`src/rtl/i2c_addr_match.sv`:
```
module i2c_addr_match (
  input  logic       clk,
  input  logic       rst_n,
  input  logic       start_evt,
  input  logic       stop_evt,
  input  logic       byte_done,
  input  logic [7:0] rx_byte,
  input  logic       en7,
  input  logic [6:0] own7,
  input  logic [6:0] mask7,
  input  logic       en10,
  input  logic [9:0] own10,
  input  logic [9:0] mask10,
  output logic       ack_req,
  output logic       irq,
  output logic       addressed,
  output logic       dir_tx,
  output logic       len10,
  output logic       bus_busy
);
  localparam logic [4:0] HDR_TAG = 5'b11110;

  logic first_byte;
  logic hdr_ok;
  logic was10;

  wire m7      = en7 && (((rx_byte[7:1] ^ own7) & ~mask7) == 7'd0);
  wire hdr_hit = en10 && (rx_byte[7:3] == HDR_TAG) &&
                 (((rx_byte[2:1] ^ own10[9:8]) & ~mask10[9:8]) == 2'd0);
  wire hdr_wr  = hdr_hit && !rx_byte[0];
  wire hdr_rd  = hdr_hit && rx_byte[0] && was10;
  wire lo_hit  = en10 && (((rx_byte ^ own10[7:0]) & ~mask10[7:0]) == 8'd0);

  always_ff @(posedge clk) begin
    if (!rst_n) begin
      ack_req    <= 1'b0;
      irq        <= 1'b0;
      addressed  <= 1'b0;
      dir_tx     <= 1'b0;
      len10      <= 1'b0;
      bus_busy   <= 1'b0;
      first_byte <= 1'b0;
      hdr_ok     <= 1'b0;
      was10      <= 1'b0;
    end else begin
      ack_req <= 1'b0;
      irq     <= 1'b0;
      if (stop_evt) begin
        bus_busy   <= 1'b0;
        addressed  <= 1'b0;
        first_byte <= 1'b0;
        hdr_ok     <= 1'b0;
        was10      <= 1'b0;
      end else if (start_evt) begin
        bus_busy   <= 1'b1;
        first_byte <= 1'b1;
        hdr_ok     <= 1'b0;
        addressed  <= 1'b0;
      end else if (byte_done) begin
        first_byte <= 1'b0;
        hdr_ok     <= 1'b0;
        if (first_byte) begin
          if (hdr_wr) begin
            ack_req <= 1'b1;
            dir_tx  <= 1'b1;
            hdr_ok  <= 1'b1;
          end else if (hdr_rd) begin
            ack_req   <= 1'b1;
            irq       <= 1'b1;
            addressed <= 1'b1;
            len10     <= 1'b1;
            dir_tx    <= 1'b0;
          end else if (m7) begin
            ack_req   <= 1'b1;
            irq       <= 1'b1;
            addressed <= 1'b1;
            len10     <= 1'b0;
            dir_tx    <= ~rx_byte[0];
          end
        end else if (hdr_ok && lo_hit) begin
          ack_req   <= 1'b1;
          irq       <= 1'b1;
          addressed <= 1'b1;
          len10     <= 1'b1;
          was10     <= 1'b1;
        end
      end
    end
  end
endmodule

```
`config.mk`:
```
export PLATFORM = sky130hd
export DESIGN_NAME = i2c_addr_match
export DESIGN_NICKNAME = d
export VERILOG_FILES = /design/src/rtl/i2c_addr_match.sv
export SDC_FILE = /design/constraint.sdc
export NUM_CORES = 1
export LEC_CHECK = 0
export ABC_AREA = 0
export ABC_CLOCK_PERIOD_IN_PS = 2890
export BUFFER_PORTS_ARGS = -buffer_cell sky130_fd_sc_hd__buf_2
export CORE_MARGIN = 2
export CORE_UTILIZATION = 40
export DETAILED_ROUTE_END_ITERATION = 10
export HOLD_SLACK_MARGIN = 0.03
export PLACE_DENSITY_LB_ADDON = 0.15
export SLEW_MARGIN = 30
export SYNTH_ARGS = -nofsm -noshare
export SYNTH_HDL_FRONTEND = slang
export SYNTH_SLANG_ARGS = --single-unit
```
`constraint.sdc`:
```
create_clock -name clk -period 2.89 [get_ports clk]
set_input_delay 0.578 -clock clk [delete_from_list [all_inputs] [get_ports clk]]
set_output_delay 0.578 -clock clk [all_outputs]
set_load 0.01 [all_outputs]
```
==> results of run 1 <==
cell usage in the layout (no fill, tap or decap):
cell type,synthesis,final
o31ai_1,1,1
clkbuf_1,0,1
dfxtp_1,9,9
and2_1,3,3
nor3_1,3,3
a211oi_1,1,1
o22a_2,2,2
o21a_1,2,2
clkbuf_4,0,3
and4b_2,1,1
a31o_1,1,1
nand3_1,1,1
xnor2_1,14,14
a21oi_1,2,2
buf_2,0,54
nand4_2,1,1
mux2i_1,2,2
a222oi_1,1,1
nand2_1,4,4
inv_1,6,6
nor2_1,5,5
nand2b_1,1,1
o21ba_2,1,1
nor2b_1,1,1
o22ai_1,4,4
o2111a_1,1,1
a2111oi_4,1,1
nor4_2,2,2
xor2_1,3,3
o2111ai_1,1,1
o21ai_0,1,1
path summary, 6_finish.rpt:
kind	from	to	depth (start not counted)
hold reg to reg	bus_busy	bus_busy	2
setup / recovery	rx_byte[3]	len10	7
setup reg to reg	hdr_ok	len10	5
hold / removal	bus_busy	bus_busy	2
routing by layer:
layer  GRT usage (%)  vias to the layer above  wire length [µm]
li1                -                      389                 -
met1            21.9                      332               674
met2            33.7                       28               863
met3            7.20                        0               150
met4            5.88                        0                 0
met5               0                        -                 0
final cells by class:
cell class                 instances  area share, %
multi-input combinational         60           47.5
timing repair buffer              54           27.3
sequential                         9           18.2
clock buffer                       4           2.66
inverter                           6           2.28
tap                               16           2.03
cells by family (layout without fill, tap and decap cells):
group,Yosys count,count (layout)
flops,9,9
xor+xnor,17,17
compound gates,19,19
mux,2,2
simple gates,22,22
buf+inv,6,64
registers in the layout, summed over array words and instances (netlist names):
name,cells
first_byte,1
ack_req,1
dir_tx,1
len10,1
bus_busy,1
was10,1
hdr_ok,1
irq,1
addressed,1
critical path, cell delays in order:
cell and delay (ns):
buf_2 0.12, xor2_1 0.15, a222oi_1 0.38, nand4_2 0.22
a2111oi_4 0.44, a21oi_1 0.11, a31o_1 0.20
power groups by stage:
| stage | registers, W | clock network, W | logic (W) |
|---|---|---|---|
| after detailed placement | 0.000130 | 0 | 0.0000918 |
| after floorplan | 0.000130 | 0 | 0.0000421 |
| after CTS | 0.000127 | 0.0000979 | 0.0000922 |
| after global placement | 0.000130 | 0 | 0.0000897 |
| final | 0.000127 | 0.0000949 | 0.0000912 |
| after global routing | 0.000127 | 0.000107 | 0.000102 |
through the flow:
| stage | instance area (µm²) | hold WS (ns) | setup WS (ns) | total power, W |
|---|---|---|---|---|
| floorplan | 672 | 0.461 | 0.831 | 0.000172 |
| global placement | 962 | 0.447 | 0.591 | 0.000220 |
| detailed placement | 962 | 0.466 | 0.578 | 0.000222 |
| CTS | 988 | 0.477 | 0.857 | 0.000317 |
| global route | 988 | 0.525 | 0.708 | 0.000336 |
| finish | 988 | 0.477 | 0.845 | 0.000313 |
==> out/qor.yml, run 1 <==
grt_setup_unrepaired: "no"
synth-async-reset-ratio_pct: 0
p_int_w: 0.000230
synthCells: 75
portBuffers: 54
hp-class: "reg2reg"
multi_input_area_um2: 469
rows: 14
slew_viol_final: 0
seq_area_frac_synth_pct: 26.8
via_per_inst: 5.03
ant_nets: 0
cts_resized: 0
drtPass1Iterations: 4
clock_latency_ns: 0.26
dieArea_mm2: 0.00202
clk_pin_slew_ns: 0.06
routed_wl_um: 1690
maxSlewHeadroom_pct: 71.8
start_util_pct: 43.6
htree_num_levels: 1
startpoint_type: "primary input"
yosys-top-cells-area: "dfxtp_1 (27%), xnor2_1 (18%), a2111oi_4 (4.1%)"
area_delta_synth_final_pct: 47.1
detail_route.wl_per_cell_um: 11.3
grt_remaining_overflow: 0
synth_top_area_share_pct: 26.8
worst_slew_pin_slew_ns: 0.420
critPathKind: "in2reg"
final_core_util_pct: 64.1
power.ir.vdd_worst_mv: 0.301
reg2reg_slack_ns: 1.35
synth_compound_area_share_pct: 24.8
cts_tree: "built"
grt_usage_pct: 19.4
dp_cells: 145
fill_cells: 157
grt_start_max_net_pins: 8
yosysUniqueCellTypes: 28
setup_tns_ns: 0
diodes: 0
grt_pass1_wl_um: 2860
grt_pass1_vias: 766
cts_made_buffers: 3
cts_buffer_depth: 2
yosys_register_bits: 9
syn-num-nets: 124
synth.yosys.warnings: 0
crit_fanout: 3
cts_setup_buffers: 0
yosysTopAreaCell: "dfxtp_1"
synth_edf_count: 0
status: "completed"
skew_ns: 0.00147
finalHoldViolCount: 0
synth_top_family_by_area: "compound AO/OA/AOI/OAI gates"
power.switching_w: 0.0000838
synthMuxAreaShare_pct: 2.98
synth-adder-area-share_pct: 0
comb_power_share_pct: 29.1
setup_violations: 0
ioPinCount: 55
place_congestion: 0.730
worstPathRequired_ns: 3.04
seq_area_um2: 180
coreArea_mm2: 0.00154
cts_sinks: 9
num_vias: 749
synth-simple-area-share_pct: 19.9
synth_xor_area_share_pct: 22.2
fin_nets: 183
hold_buffers: 0
layout-drive-gt1-share_pct: 48.9
syn_area_per_cell_um2: 8.96
die_y_um: 45.0
fin_crit_ns: 2.04
drv_cap: 0
first_iter_violations: 12
fmax_mhz: 489
syn-cell-area_um2: 672
pwr-share-seq_pct: 40.6
post-route-period-util_pct: 70.8
die_width_um: 45.0
p_per_area_mw_per_mm2: 317
worstSetupEndpointType: "flop"
cp.arrival_ns: 2.20
p_clk_share_pct: 30.3
fin_cells: 149
p_leak_nw: 0.463
antenna_found_initial: 0
dp_hpwl_um: 1500
route.detailed.drc: 0
yosysMostFrequentCell: "xnor2_1"
cts-root-buf: "clkbuf_4"
netlist_top_cells_count: "xnor2_1 (14), dfxtp_1 (9), inv_1 (6), nor2_1 (5)"
swShare_pct: 26.7
ys.flop_type: "dfxtp_1"
Note: power is estimated with default switching activity, not from simulation.
==> inputs of run 2 (changes only) <==
Settings changed: ABC_CLOCK_PERIOD_IN_PS 2890 to 1900, CORE_UTILIZATION 40 to 38.
Clock period 2.89 ns to 1.9 ns, I/O delays scaled along.
==> out/qor.yml, run 2 (synthesis results as in run 1) <==
routed_wl_um: 1920
dp_hpwl_um: 1630
cts_sinks: 9
drv_cap: 0
fmax_mhz: 567
start_util_pct: 39.8
die_width_um: 46.1
portBuffers: 54
final_area_mm2: 0.00107
rows: 15
ant_nets: 0
cts-root-buf: "clkbuf_4"
status: "completed"
area_delta_synth_final_pct: 59.2
grt_pass1_wl_um: 2990
worstPathRequired_ns: 2.05
post-route-period-util_pct: 92.9
p_per_area_mw_per_mm2: 461
cp.arrival_ns: 1.91
fill_cells: 159
cts_tree: "built"
fin_cells: 159
fin_nets: 192
route.detailed.drc: 0
startpoint_type: "primary input"
worstSetupEndpointType: "flop"
drtPass1Iterations: 4
detail_route.wl_per_cell_um: 12.1
multi_input_area_um2: 469
placed_area_mm2: 0.00104
clk_pin_slew_ns: 0.06
p_leak_nw: 0.511
via_per_inst: 4.96
fin_ws_ns: 0.135
hold_buffers: 0
fin_crit_ns: 1.76
ioPinCount: 55
cts_setup_buffers: 0
cts_made_buffers: 3
hp-class: "in2reg"
htree_num_levels: 1
dieArea_mm2: 0.00212
slew_viol_final: 0
diodes: 0
clock_latency_ns: 0.26
grt_setup_unrepaired: "no"
finalHoldViolCount: 0
grt_usage_pct: 19.5
grt_pass1_vias: 746
cts_buffer_depth: 2
dp_cells: 155
skew_ns: 0.00152
die_y_um: 46.1
dp_slack_ns: -0.191
maxSlewHeadroom_pct: 76.4
most-common-layout-cells: "buf_2 (54), xnor2_1 (14), dfxtp_1 (9)"
worst_slew_pin_slew_ns: 0.354
first_iter_violations: 10
grt_start_max_net_pins: 8
cts_resized: 0
grt_remaining_overflow: 0
place_congestion: 0.788
final_core_util_pct: 63.3
crit_fanout: 3
coreArea_mm2: 0.00169
seq_area_um2: 180
critPathKind: "in2reg"
power.ir.vdd_worst_mv: 0.379
num_vias: 789
final_common_cell: "buf_2"
antenna_found_initial: 0
layout-drive-gt1-share_pct: 52.1
setup_violations: 0
==> run 2: layout make-up <==
cell class              count  area share, %
multi-input cells          60           43.9
well taps                  17           1.99
clock buffers               4           2.46
repair buffers             63           32.7
flip-flops and latches      9           16.8
inverters                   6           2.11
==> run 2: critical path, cell delays in order <==
cell	delay (ns)
buf_2	0.11
xor2_1	0.15
a222oi_1	0.37
nand4_2	0.19
a2111oi_4	0.38
a21oi_1	0.12
a31o_1	0.20
==> run 2: through the flow <==
| step | TNS (ns) | total power [W] | hold slack, ns |
|---|---|---|---|
| after CTS | 0 | 0.000498 | 0.394 |
| after detailed placement | -0.434 | 0.000352 | 0.452 |
| after global routing | 0 | 0.000525 | 0.394 |
| after floorplan | 0 | 0.000262 | 0.461 |
| after global placement | -0.394 | 0.000349 | 0.447 |
| final | 0 | 0.000493 | 0.398 |
==> run 2: report_power, final <==
part,internal (W),switching [W],total [W],leakage (nW)
Clock,0.0000808,0.0000649,0.000146,0.0150
Combinational,0.0000892,0.0000650,0.000154,0.423
Sequential,0.000191,0.00000208,0.000193,0.0729
==> run 2: final timing paths <==
check | to | cells after the start | start | slack, ns
worst max register to register | len10 | 5 | hdr_ok | 0.44
worst min register to register | bus_busy | 2 | bus_busy | 0.46
worst max-delay path | len10 | 7 | rx_byte[3] | 0.14
worst min-delay path | addressed | 2 | rst_n | 0.40
==> run 2: per-layer routing <==
| layer | wire length, µm | vias up | GRT usage, % |
|---|---|---|---|
| met5 | 0 | - | 0 |
| li1 | - | 404 | - |
| met3 | 114 | 2 | 5.10 |
| met1 | 795 | 356 | 23.0 |
| met2 | 1000 | 27 | 35.3 |
| met4 | 8 | 0 | 3.43 |
==> inputs of run 3 (changes only) <==
Settings changed: CELL_PAD_IN_SITES_DETAIL_PLACEMENT set to 1, CELL_PAD_IN_SITES_GLOBAL_PLACEMENT set to 1, CORE_UTILIZATION 38 to 25.
==> out/qor.yml, run 3 (synthesis results as in run 1) <==
grt_pass1_wl_um: 3680
cts_made_buffers: 3
critPathKind: "in2reg"
pwr-share-seq_pct: 39.2
cts_resized: 0
power.switching_w: 0.000135
dp_cells: 168
grt_pass1_vias: 848
m1WireLength_um: 897
fin_ws_ns: 0.0872
ioPinCount: 55
drtPass1Iterations: 4
final_core_util_pct: 42.6
most-common-layout-cells: "buf_2 (54), xnor2_1 (14), dfxtp_1 (9), buf_4 (9), inv_1 (6)"
fin_cells: 172
cts_setup_buffers: 0
finalHoldViolCount: 0
routed_wl_um: 2140
antenna_found_initial: 0
hold_buffers: 0
final_common_cell: "buf_2"
area_delta_synth_final_pct: 59.8
fin_nets: 192
die_width_um: 55.8
worst_slew_pin_slew_ns: 0.337
placed_area_mm2: 0.00105
clk_pin_slew_ns: 0.06
fmax_mhz: 552
wl_met2_um: 1110
p_clk_share_pct: 29.8
dieArea_mm2: 0.00312
layout-drive-gt1-share_pct: 52.1
swShare_pct: 27.3
startpoint_type: "primary input"
dr.max_layer_used: "met3"
post-route-period-util_pct: 95.4
cts_buffer_depth: 2
slew_viol_final: 0
worstPathRequired_ns: 2.06
clock_latency_ns: 0.26
p_int_w: 0.000359
rows: 18
skew_ns: 0.00100
htree_num_levels: 1
detail_route.wl_per_cell_um: 12.5
worstSetupEndpointType: "flop"
fin_crit_ns: 1.81
cts_sinks: 9
coreArea_mm2: 0.00252
grt_remaining_overflow: 0
dp_hpwl_um: 1940
ant_nets: 0
die_y_um: 55.8
power.ir.vdd_worst_mv: 0.331
first_iter_violations: 12
final_area_mm2: 0.00107
via_per_inst: 4.55
cts-root-buf: "clkbuf_4"
p_per_area_mw_per_mm2: 460
crit_fanout: 3
num_vias: 782
maxSlewHeadroom_pct: 77.5
cts_tree: "built"
setup_violations: 0
grt_usage_pct: 14.9
portBuffers: 54
cp.arrival_ns: 1.97
route.detailed.drc: 0
grt_start_max_net_pins: 8
hp-class: "in2reg"
p_leak_nw: 0.507
grt_setup_unrepaired: "no"
status: "completed"
drv_cap: 0
start_util_pct: 26.6
place_congestion: 0.742
comb_power_share_pct: 31.0
diodes: 0
dp_slack_ns: -0.184
dr_wl_met3_um: 136
-- run 3: worst max-delay path, stage by stage --
cell,delay [ns]
buf_2,0.11
xor2_1,0.15
a222oi_1,0.38
nand4_2,0.20
a2111oi_4,0.44
a21oi_1,0.12
a31o_1,0.18
-- run 3: path summary, 6_finish.rpt --
path | from | to | cells past startpoint | slack, ns
min reg2reg | bus_busy | bus_busy | 2 | 0.48
max | rx_byte[3] | len10 | 7 | 0.09
min | rst_n | addressed | 2 | 0.42
max reg2reg | hdr_ok | len10 | 5 | 0.39
-- run 3: layout make-up --
class                   count  area, µm²
clock buffers               4       26.3
well taps                  30       37.5
multi-input cells          60        469
fillers                   337       1450
flip-flops and latches      9        180
inverters                   6       22.5
repair buffers             63        338
-- run 3: power groups by stage --
stage,logic [W],registers [W],clock network (W)
2_1_floorplan,0.0000640,0.000198,0
3_3_place_gp,0.000152,0.000198,0
3_5_place_dp,0.000155,0.000198,0
4_1_cts,0.000155,0.000193,0.000154
5_1_grt,0.000170,0.000194,0.000171
6_report,0.000153,0.000193,0.000147
-- run 3: metrics by stage --
stage / setup TNS, ns / power (W) / hold slack, ns
floorplan: 0 / 0.000262 / 0.461
CTS: 0 / 0.000503 / 0.418
detailed placement: -0.481 / 0.000352 / 0.457
global placement: -0.442 / 0.000349 / 0.447
global route: 0 / 0.000535 / 0.406
finish: 0 / 0.000494 / 0.424
-- run 3: per-layer routing --
layer | track usage (%) | up-vias
li1 | - | 409
met1 | 17.9 | 347
met2 | 26.2 | 26
met3 | 4.65 | 0
met4 | 3.06 | 0
met5 | 0 | -
